[src/rtl/lxe_pkg.sv]
package lxe_pkg;

  typedef enum logic [1:0] {
    FN_NONE  = 2'd0,
    FN_FILL  = 2'd1,
    FN_FLUSH = 2'd2,
    FN_SWAP  = 2'd3
  } func_e;

  // strobes from control to datapath
  typedef struct packed {
    logic clrBeat;
    logic incBeat;
    logic fillSel;
    logic rdBuf;
    logic wrBuf;
  } strobe_t;

endpackage

[src/rtl/lxe_mailbox.sv]
module lxe_mailbox #(
  parameter int EA_W       = 16,
  parameter int LA_W       = 8,
  parameter int CNT_W      = 7,
  parameter int LINE_BYTES = 64
) (
  input  logic             clk,
  input  logic             rstN,
  input  logic             reqValid,
  input  logic [1:0]       reqFunc,
  input  logic [EA_W-1:0]  reqExtAddr,
  input  logic [LA_W-1:0]  reqLocA,
  input  logic [LA_W-1:0]  reqLocB,
  input  logic [CNT_W-1:0] reqBytes,
  input  logic             done,
  output logic             busy,
  output logic             err,
  output logic [1:0]       heldFunc,
  output logic [EA_W-1:0]  heldExt,
  output logic [LA_W-1:0]  heldLocA,
  output logic [LA_W-1:0]  heldLocB,
  output logic [CNT_W-1:0] heldBytes
);

  logic legal;
  assign legal = (reqFunc != 2'd0) && (reqBytes != '0) &&
                 (reqBytes <= CNT_W'(LINE_BYTES));

  always_ff @(posedge clk) begin
    if (!rstN) begin
      busy      <= 1'b0;
      err       <= 1'b0;
      heldFunc  <= '0;
      heldExt   <= '0;
      heldLocA  <= '0;
      heldLocB  <= '0;
      heldBytes <= '0;
    end else if (done) begin
      busy <= 1'b0;
    end else if (reqValid && !busy) begin
      if (legal) begin
        busy      <= 1'b1;
        err       <= 1'b0;
        heldFunc  <= reqFunc;
        heldExt   <= reqExtAddr;
        heldLocA  <= reqLocA;
        heldLocB  <= reqLocB;
        heldBytes <= reqBytes;
      end else begin
        err <= 1'b1;
      end
    end
  end

endmodule

[src/rtl/lxe_ctrl.sv]
module lxe_ctrl
  import lxe_pkg::*;
#(
  parameter  int NC    = 2,
  localparam int CLI_W = (NC > 1) ? $clog2(NC) : 1
) (
  input  logic             clk,
  input  logic             rstN,
  input  logic [NC-1:0]    busyVec,
  input  func_e            func,
  input  logic             lastBeat,
  input  logic             memCmdReady,
  input  logic             memRdValid,
  output strobe_t          stb,
  output logic [CLI_W-1:0] grantIdx,
  output logic [NC-1:0]    doneVec,
  output logic             memCmdValid,
  output logic             memCmdWrite
);

  typedef enum logic [2:0] {
    S_IDLE, S_CMD, S_WBEAT, S_WDRAIN, S_RBEAT, S_DONE
  } state_e;

  state_e           state;
  logic             fillPhase;
  logic [CLI_W-1:0] grantQ;
  logic [CLI_W-1:0] pick;
  logic             found;
  logic             isWrPhase;

  // round-robin search starting after the last grant
  always_comb begin
    pick  = grantQ;
    found = 1'b0;
    for (int k = 1; k <= NC; k++) begin
      int t;
      t = int'(grantQ) + k;
      if (t >= NC) t = t - NC;
      if (!found && busyVec[t]) begin
        pick  = CLI_W'(t);
        found = 1'b1;
      end
    end
  end

  assign isWrPhase = (func == FN_FLUSH) || (func == FN_SWAP && !fillPhase);
  assign grantIdx  = grantQ;

  always_comb begin
    stb         = '0;
    stb.fillSel = fillPhase;
    memCmdValid = 1'b0;
    memCmdWrite = isWrPhase;
    doneVec     = '0;
    case (state)
      S_CMD: begin
        memCmdValid = 1'b1;
        stb.clrBeat = memCmdReady;
      end
      S_WBEAT: begin
        stb.rdBuf   = 1'b1;
        stb.incBeat = 1'b1;
      end
      S_RBEAT: begin
        stb.wrBuf   = memRdValid;
        stb.incBeat = memRdValid;
      end
      S_DONE:  doneVec[grantQ] = 1'b1;
      default: ;
    endcase
  end

  always_ff @(posedge clk) begin
    if (!rstN) begin
      state     <= S_IDLE;
      fillPhase <= 1'b0;
      grantQ    <= CLI_W'(NC - 1);
    end else begin
      case (state)
        S_IDLE: begin
          fillPhase <= 1'b0;
          if (found) begin
            grantQ <= pick;
            state  <= S_CMD;
          end
        end
        S_CMD:
          if (memCmdReady) state <= isWrPhase ? S_WBEAT : S_RBEAT;
        S_WBEAT:
          if (lastBeat) state <= S_WDRAIN;
        S_WDRAIN:
          if (func == FN_SWAP && !fillPhase) begin
            fillPhase <= 1'b1;
            state     <= S_CMD;
          end else begin
            state <= S_DONE;
          end
        S_RBEAT:
          if (memRdValid && lastBeat) state <= S_DONE;
        S_DONE: begin
          fillPhase <= 1'b0;
          state     <= S_IDLE;
        end
        default: state <= S_IDLE;
      endcase
    end
  end

endmodule

[src/rtl/lxe_datapath.sv]
module lxe_datapath
  import lxe_pkg::*;
#(
  parameter  int EA_W   = 16,
  parameter  int LA_W   = 8,
  parameter  int CNT_W  = 7,
  parameter  int DATA_W = 32,
  localparam int LANES  = DATA_W / 8,
  localparam int LANE_W = (LANES > 1) ? $clog2(LANES) : 1
) (
  input  logic             clk,
  input  logic             rstN,
  input  strobe_t          stb,
  input  logic [EA_W-1:0]  extAddr,
  input  logic [LA_W-1:0]  locA,
  input  logic [LA_W-1:0]  locB,
  input  logic [CNT_W-1:0] bytes,
  input  logic [DATA_W-1:0] memRdData,
  input  logic [DATA_W-1:0] bufRdata,
  output logic             lastBeat,
  output logic [EA_W-1:0]  memCmdAddr,
  output logic [CNT_W-1:0] memCmdBeats,
  output logic [LA_W-1:0]  bufAddr,
  output logic             bufWe,
  output logic [LANES-1:0] bufBe,
  output logic [DATA_W-1:0] bufWdata,
  output logic             memWrValid,
  output logic [DATA_W-1:0] memWrData,
  output logic [LANES-1:0] memWrMask
);

  logic [CNT_W:0]      roundUp;
  logic [CNT_W-1:0]    beats;
  logic [CNT_W-1:0]    beatIdx;
  logic [LANE_W-1:0]   tail;
  logic [LANES-1:0]    curMask;
  logic [LA_W-1:0]     locCur;

  assign roundUp     = {1'b0, bytes} + (CNT_W + 1)'(LANES - 1);
  assign beats       = CNT_W'(roundUp >> LANE_W);
  assign lastBeat    = (beatIdx == beats - CNT_W'(1));
  assign tail        = LANE_W'(bytes);
  assign memCmdAddr  = extAddr;
  assign memCmdBeats = beats;

  // lane i is live unless this is a short final word and i is past the tail
  always_comb begin
    for (int i = 0; i < LANES; i++)
      curMask[i] = !lastBeat || (tail == '0) || (LANE_W'(i) < tail);
  end

  assign locCur   = stb.fillSel ? locB : locA;
  assign bufAddr  = locCur + LA_W'(beatIdx);
  assign bufWe    = stb.wrBuf;
  assign bufBe    = curMask;
  assign bufWdata = memRdData;
  assign memWrData = bufRdata;

  always_ff @(posedge clk) begin
    if (!rstN) begin
      beatIdx    <= '0;
      memWrValid <= 1'b0;
      memWrMask  <= '0;
    end else begin
      if (stb.clrBeat)      beatIdx <= '0;
      else if (stb.incBeat) beatIdx <= beatIdx + CNT_W'(1);
      memWrValid <= stb.rdBuf;
      memWrMask  <= stb.rdBuf ? curMask : '0;
    end
  end

endmodule

[src/rtl/line_xfer_engine.sv]
module line_xfer_engine
  import lxe_pkg::*;
#(
  parameter  int NC         = 2,
  parameter  int EA_W       = 16,
  parameter  int LA_W       = 8,
  parameter  int DATA_W     = 32,
  parameter  int LINE_BYTES = 64,
  localparam int CNT_W      = $clog2(LINE_BYTES) + 1,
  localparam int LANES      = DATA_W / 8
) (
  input  logic                       clk,
  input  logic                       rstN,
  input  logic [NC-1:0]              reqValid,
  input  logic [NC-1:0][1:0]         reqFunc,
  input  logic [NC-1:0][EA_W-1:0]    reqExtAddr,
  input  logic [NC-1:0][LA_W-1:0]    reqLocA,
  input  logic [NC-1:0][LA_W-1:0]    reqLocB,
  input  logic [NC-1:0][CNT_W-1:0]   reqBytes,
  output logic [NC-1:0]              busy,
  output logic [NC-1:0]              err,
  output logic [LA_W-1:0]            bufAddr,
  output logic                       bufWe,
  output logic [LANES-1:0]           bufBe,
  output logic [DATA_W-1:0]          bufWdata,
  input  logic [DATA_W-1:0]          bufRdata,
  output logic                       memCmdValid,
  input  logic                       memCmdReady,
  output logic                       memCmdWrite,
  output logic [EA_W-1:0]            memCmdAddr,
  output logic [CNT_W-1:0]           memCmdBeats,
  output logic                       memWrValid,
  output logic [DATA_W-1:0]          memWrData,
  output logic [LANES-1:0]           memWrMask,
  input  logic                       memRdValid,
  input  logic [DATA_W-1:0]          memRdData
);

  localparam int CLI_W = (NC > 1) ? $clog2(NC) : 1;

  logic [1:0]       heldFunc  [NC];
  logic [EA_W-1:0]  heldExt   [NC];
  logic [LA_W-1:0]  heldLocA  [NC];
  logic [LA_W-1:0]  heldLocB  [NC];
  logic [CNT_W-1:0] heldBytes [NC];
  logic [NC-1:0]    doneVec;
  logic [CLI_W-1:0] grantIdx;
  logic             lastBeat;
  strobe_t          stb;

  for (genvar c = 0; c < NC; c++) begin : g_mbx
    lxe_mailbox #(
      .EA_W(EA_W), .LA_W(LA_W), .CNT_W(CNT_W), .LINE_BYTES(LINE_BYTES)
    ) i_mbx (
      .clk(clk), .rstN(rstN),
      .reqValid(reqValid[c]), .reqFunc(reqFunc[c]),
      .reqExtAddr(reqExtAddr[c]), .reqLocA(reqLocA[c]),
      .reqLocB(reqLocB[c]), .reqBytes(reqBytes[c]),
      .done(doneVec[c]), .busy(busy[c]), .err(err[c]),
      .heldFunc(heldFunc[c]), .heldExt(heldExt[c]),
      .heldLocA(heldLocA[c]), .heldLocB(heldLocB[c]),
      .heldBytes(heldBytes[c])
    );
  end

  lxe_ctrl #(.NC(NC)) i_ctrl (
    .clk(clk), .rstN(rstN),
    .busyVec(busy), .func(func_e'(heldFunc[grantIdx])),
    .lastBeat(lastBeat), .memCmdReady(memCmdReady), .memRdValid(memRdValid),
    .stb(stb), .grantIdx(grantIdx), .doneVec(doneVec),
    .memCmdValid(memCmdValid), .memCmdWrite(memCmdWrite)
  );

  lxe_datapath #(
    .EA_W(EA_W), .LA_W(LA_W), .CNT_W(CNT_W), .DATA_W(DATA_W)
  ) i_dp (
    .clk(clk), .rstN(rstN), .stb(stb),
    .extAddr(heldExt[grantIdx]), .locA(heldLocA[grantIdx]),
    .locB(heldLocB[grantIdx]), .bytes(heldBytes[grantIdx]),
    .memRdData(memRdData), .bufRdata(bufRdata),
    .lastBeat(lastBeat), .memCmdAddr(memCmdAddr), .memCmdBeats(memCmdBeats),
    .bufAddr(bufAddr), .bufWe(bufWe), .bufBe(bufBe), .bufWdata(bufWdata),
    .memWrValid(memWrValid), .memWrData(memWrData), .memWrMask(memWrMask)
  );

endmodule

[config.mk]
export PLATFORM = sky130hd
export DESIGN_NAME = line_xfer_engine
export DESIGN_NICKNAME = d
export VERILOG_FILES = /design/src/rtl/lxe_pkg.sv /design/src/rtl/lxe_mailbox.sv /design/src/rtl/lxe_ctrl.sv /design/src/rtl/lxe_datapath.sv /design/src/rtl/line_xfer_engine.sv
export SDC_FILE = /design/constraint.sdc
export NUM_CORES = 1
export LEC_CHECK = 0
export CAP_MARGIN = 10
export CORE_ASPECT_RATIO = 1.5
export CORE_UTILIZATION = 38
export DETAILED_ROUTE_END_ITERATION = 7
export PLACE_DENSITY_LB_ADDON = 0.25
export SLEW_MARGIN = 20
export SYNTH_ARGS = -nofsm -noshare
export SYNTH_HDL_FRONTEND = slang
export SYNTH_SLANG_ARGS = --single-unit
[constraint.sdc]
create_clock -name clk -period 2.8 [get_ports clk]
set_input_delay 0.28 -clock clk [delete_from_list [all_inputs] [get_ports clk]]
set_output_delay 0.28 -clock clk [all_outputs]
set_load 0.005 [all_outputs]
==> results of run 1 <==
worst max-delay path: cells and delay by family (launching register included):
kind | cells | cell delay, ps
buf+inv | 3 | 220
flops | 1 | 370
xor+xnor | 1 | 140
compound gates | 4 | 550
mux | 1 | 530
fa+ha+maj | 2 | 400
registers in the layout (all words and copies together), names as in the netlist:
name                   cells
i_dp.beatIdx               7
g_mbx.i_mbx.heldBytes     14
g_mbx.i_mbx.err            2
i_dp.memWrMask             4
g_mbx.i_mbx.heldExt       32
g_mbx.i_mbx.heldFunc       4
g_mbx.i_mbx.busy           2
i_dp.memWrValid            1
g_mbx.i_mbx.heldLocA      16
i_ctrl.grantIdx            1
i_ctrl.fillPhase           1
g_mbx.i_mbx.heldLocB      16
i_ctrl.state               3
layout make-up:
cell class              count  area share, %
multi-input cells         411          40.04
flip-flops and latches    103          28.37
repair buffers            178          23.25
well taps                 192          3.297
clock buffers              11          3.194
clock inverters             5          1.133
inverters                  14         0.7212
layer usage:
layer | vias to the layer above | GRT usage, %
met5 | - | 0
met4 | 2 | 8.696
met3 | 50 | 4.689
met2 | 149 | 36.75
met1 | 2117 | 20.63
li1 | 2224 | -
synth_stat cells (all sizes together), types with 4 or more instances:
cell type	n	area share, %
a21oi	59	5.3
a31oi	5	0.56
buf	91	12
clkbuf	14	0.94
dfxtp	103	37
ha	9	2.0
inv	13	0.88
mux2	18	3.6
mux2i	46	8.7
mux4	8	3.2
nand2	97	6.5
nand3	9	0.81
nor2	59	4.0
nor2b	4	0.45
nor3	9	0.90
o21ai	14	1.3
xnor2	19	3.0
xor2	9	1.4
cells by family (layout without fill, tap and decap cells):
logic type	Yosys count	in the layout
adder cells (fa/ha/maj)	10	10
flip-flops	103	103
multiplexers	72	72
AND/OR/NAND/NOR	202	202
AO/OA/AOI/OAI	97	97
other	2	2
XOR/XNOR	28	28
buffers and inverters	119	208
power breakdown:
group | switching, W | internal [W]
registers | 0.0000731 | 0.00154
logic | 0.000348 | 0.000428
clock network | 0.000549 | 0.000785
worst max-delay path by stage:
| stage | cells after the start | startpoint | slack, ps | endpoint |
|---|---|---|---|---|
| global placement | 9 | i_ctrl.fillPhase | -180 | bufAddr[7] |
| floorplan | 14 | i_ctrl.grantIdx | 50 | bufAddr[6] |
| detailed placement | 11 | i_ctrl.fillPhase | -230 | bufAddr[6] |
| CTS | 11 | i_ctrl.fillPhase | -160 | bufAddr[6] |
| global route | 11 | i_ctrl.fillPhase | -140 | bufAddr[6] |
| finish | 11 | i_ctrl.fillPhase | -40 | bufAddr[6] |
stage by stage:
step	hold slack, ps	worst slack, ps	cells	util [%]	area [sq um]
after detailed placement	445.1	-228.7	894	48.13	6798
final	453.8	-43.77	914	51.59	7287
after global routing	477.3	-139.8	914	51.59	7287
after CTS	455.9	-158.3	911	50.68	7158
after global placement	439.3	-183.4	894	48.13	6798
after floorplan	356.2	49.76	633	-	5568
what timing repair did:
action,CTS,global route
resized for setup,43,19
gates cloned,0,0
endpoints found under the setup margin,11,8
buffers inserted,1,4
pin swaps,10,8
hold endpoints to repair,0,0
==> results.cfg, run 1 <==
[clocking]
tritoncts = built
clock-sinks = 103
cts_root_buffer = clkbuf_16
clockBufferDepth = 2
h-tree-depth = 3
numCtsBuffers = 9
clk_latency_ps = 340
postCtsHoldBufs = 0
path_clk_slew_ps = 70

[global_route]
antenna_found_initial = 1
grt_overflow = 0
grt_pass1_wl_mm = 22.96
track_usage_pct = 19.68
grt_max_degree = 43
first_global_vias = 4692

[setup_path]
slowest_delay_ps = 530
cp_common_cell = inv_2
crit_arrival_ps = 2560
required_ps = 2520
endpoint_kind = output pin
crit_chain = mux4_2, ha_4, inv_2, fa_2, inv_2, a21o_1, a21oi_2, o21bai_1, a21oi_1, xnor2_1, buf_2
slowest_stage = mux4_2
r2r_start = g_mbx[0].i_mbx.heldBytes[0]
cp-start-kind = flip-flop
r2r_setup_slack_ps = 500
critPathKind = flip-flop to output pin
r2r_cells = 11
r2r_end = i_ctrl.state[0]
cp_max_fo = 4

[synth]
ys.warnings.count = 0
syn_inst = 633
syn_nets = 795
synth_top_family_by_area = simple AND/OR/NAND/NOR gates
synthAdderAreaFrac_pct = 2.383
synth_ff_type = dfxtp_1
syn-cell-area_sq_um = 5565
synth-edff-count = 0
seq_area_frac_synth_pct = 37.05
synthXorXnorAreaFrac_pct = 4.406
synthMuxAreaShare_pct = 15.60
synthArstFlopShare_pct = 0
synth_area_per_cell_sq_um = 8.792
synth-simple-area-share_pct = 16.21
synth_compound_area_share_pct = 10.39
ys_types = 56
synth.ff_latch_count = 103

[hold_path]
hold-path-cell-count = 2
whs_endpoint = g_mbx[1].i_mbx.heldExt[3]
hold_class = flip-flop to flip-flop
min_from = g_mbx[1].i_mbx.heldExt[3]

[route]
route.met2.wl_mm = 7.712
highest_layer = met5
wirelength_mm = 14.57
vias = 4542
drc_errors = 0
post_drt_wl_per_cell_um = 15.94
drtPass1Iterations = 4
wl_met1_mm = 5.562
ant_nets = 0
dr_wl_met3_um = 858
avgViaCountPerCell = 4.969
drt_iter0_drc = 100

[cells_and_area]
mostFrequentLayoutCells = clkdlybuf4s50_1, dfxtp_1, nand2_1
fill_cells = 1331
antenna_cells = 0
layout-drive-gt1-share_pct = 17.45
final_common_cell = clkdlybuf4s50_1
fin_nets = 879
multi_input_area_sq_um = 2918
seq_area_sq_um = 2067
area_growth_pct = 30.94

[timing]
finClkSkew_ps = 9.809
period_minus_slack_ps = 2844
hold_viol = 0
finalSetupTns_ps = -43.77
finalSetupViolCount = 1
max_freq_mhz = 351.6
finalMaxSlewViolations = 0
rsz0062_at_grt = true
fin_crit_sh_pct = 101.6
final.setup.worst_slack_ps = -43.77

[floorplan]
ios = 263
initial_core_util_pct = 39.40
num_rows = 53
core_sq_um = 14120
die-area_sq_um = 15140
die_w_um = 100.8
die_y_um = 150.2

[placement]
dp_hpwl_mm = 10.99
place_congestion = 0.8761
port_buffers = 132

[flow_run]
drv_cap = 0

[pwr]
ir_drop_mv = 0.2982
power_w = 0.003718
p_per_area_nw_per_um2 = 510.3
leakage_nw = 3.018

[run_status]
violations = setup timing
outcome = finished, violations left
Power figures use the tool's default switching activity.
==> run 2: changes to the inputs <==
--- a/config.mk
+++ b/config.mk
@@ -9,6 +9,7 @@
 export CORE_ASPECT_RATIO = 1.5
 export CORE_UTILIZATION = 38
 export DETAILED_ROUTE_END_ITERATION = 7
+export HOLD_SLACK_MARGIN = 0.05
 export PLACE_DENSITY_LB_ADDON = 0.25
 export SLEW_MARGIN = 20
 export SYNTH_ARGS = -nofsm -noshare
==> results of run 2 <==
Same layout as run 1: the final DEF is identical, and so are final timing and power.
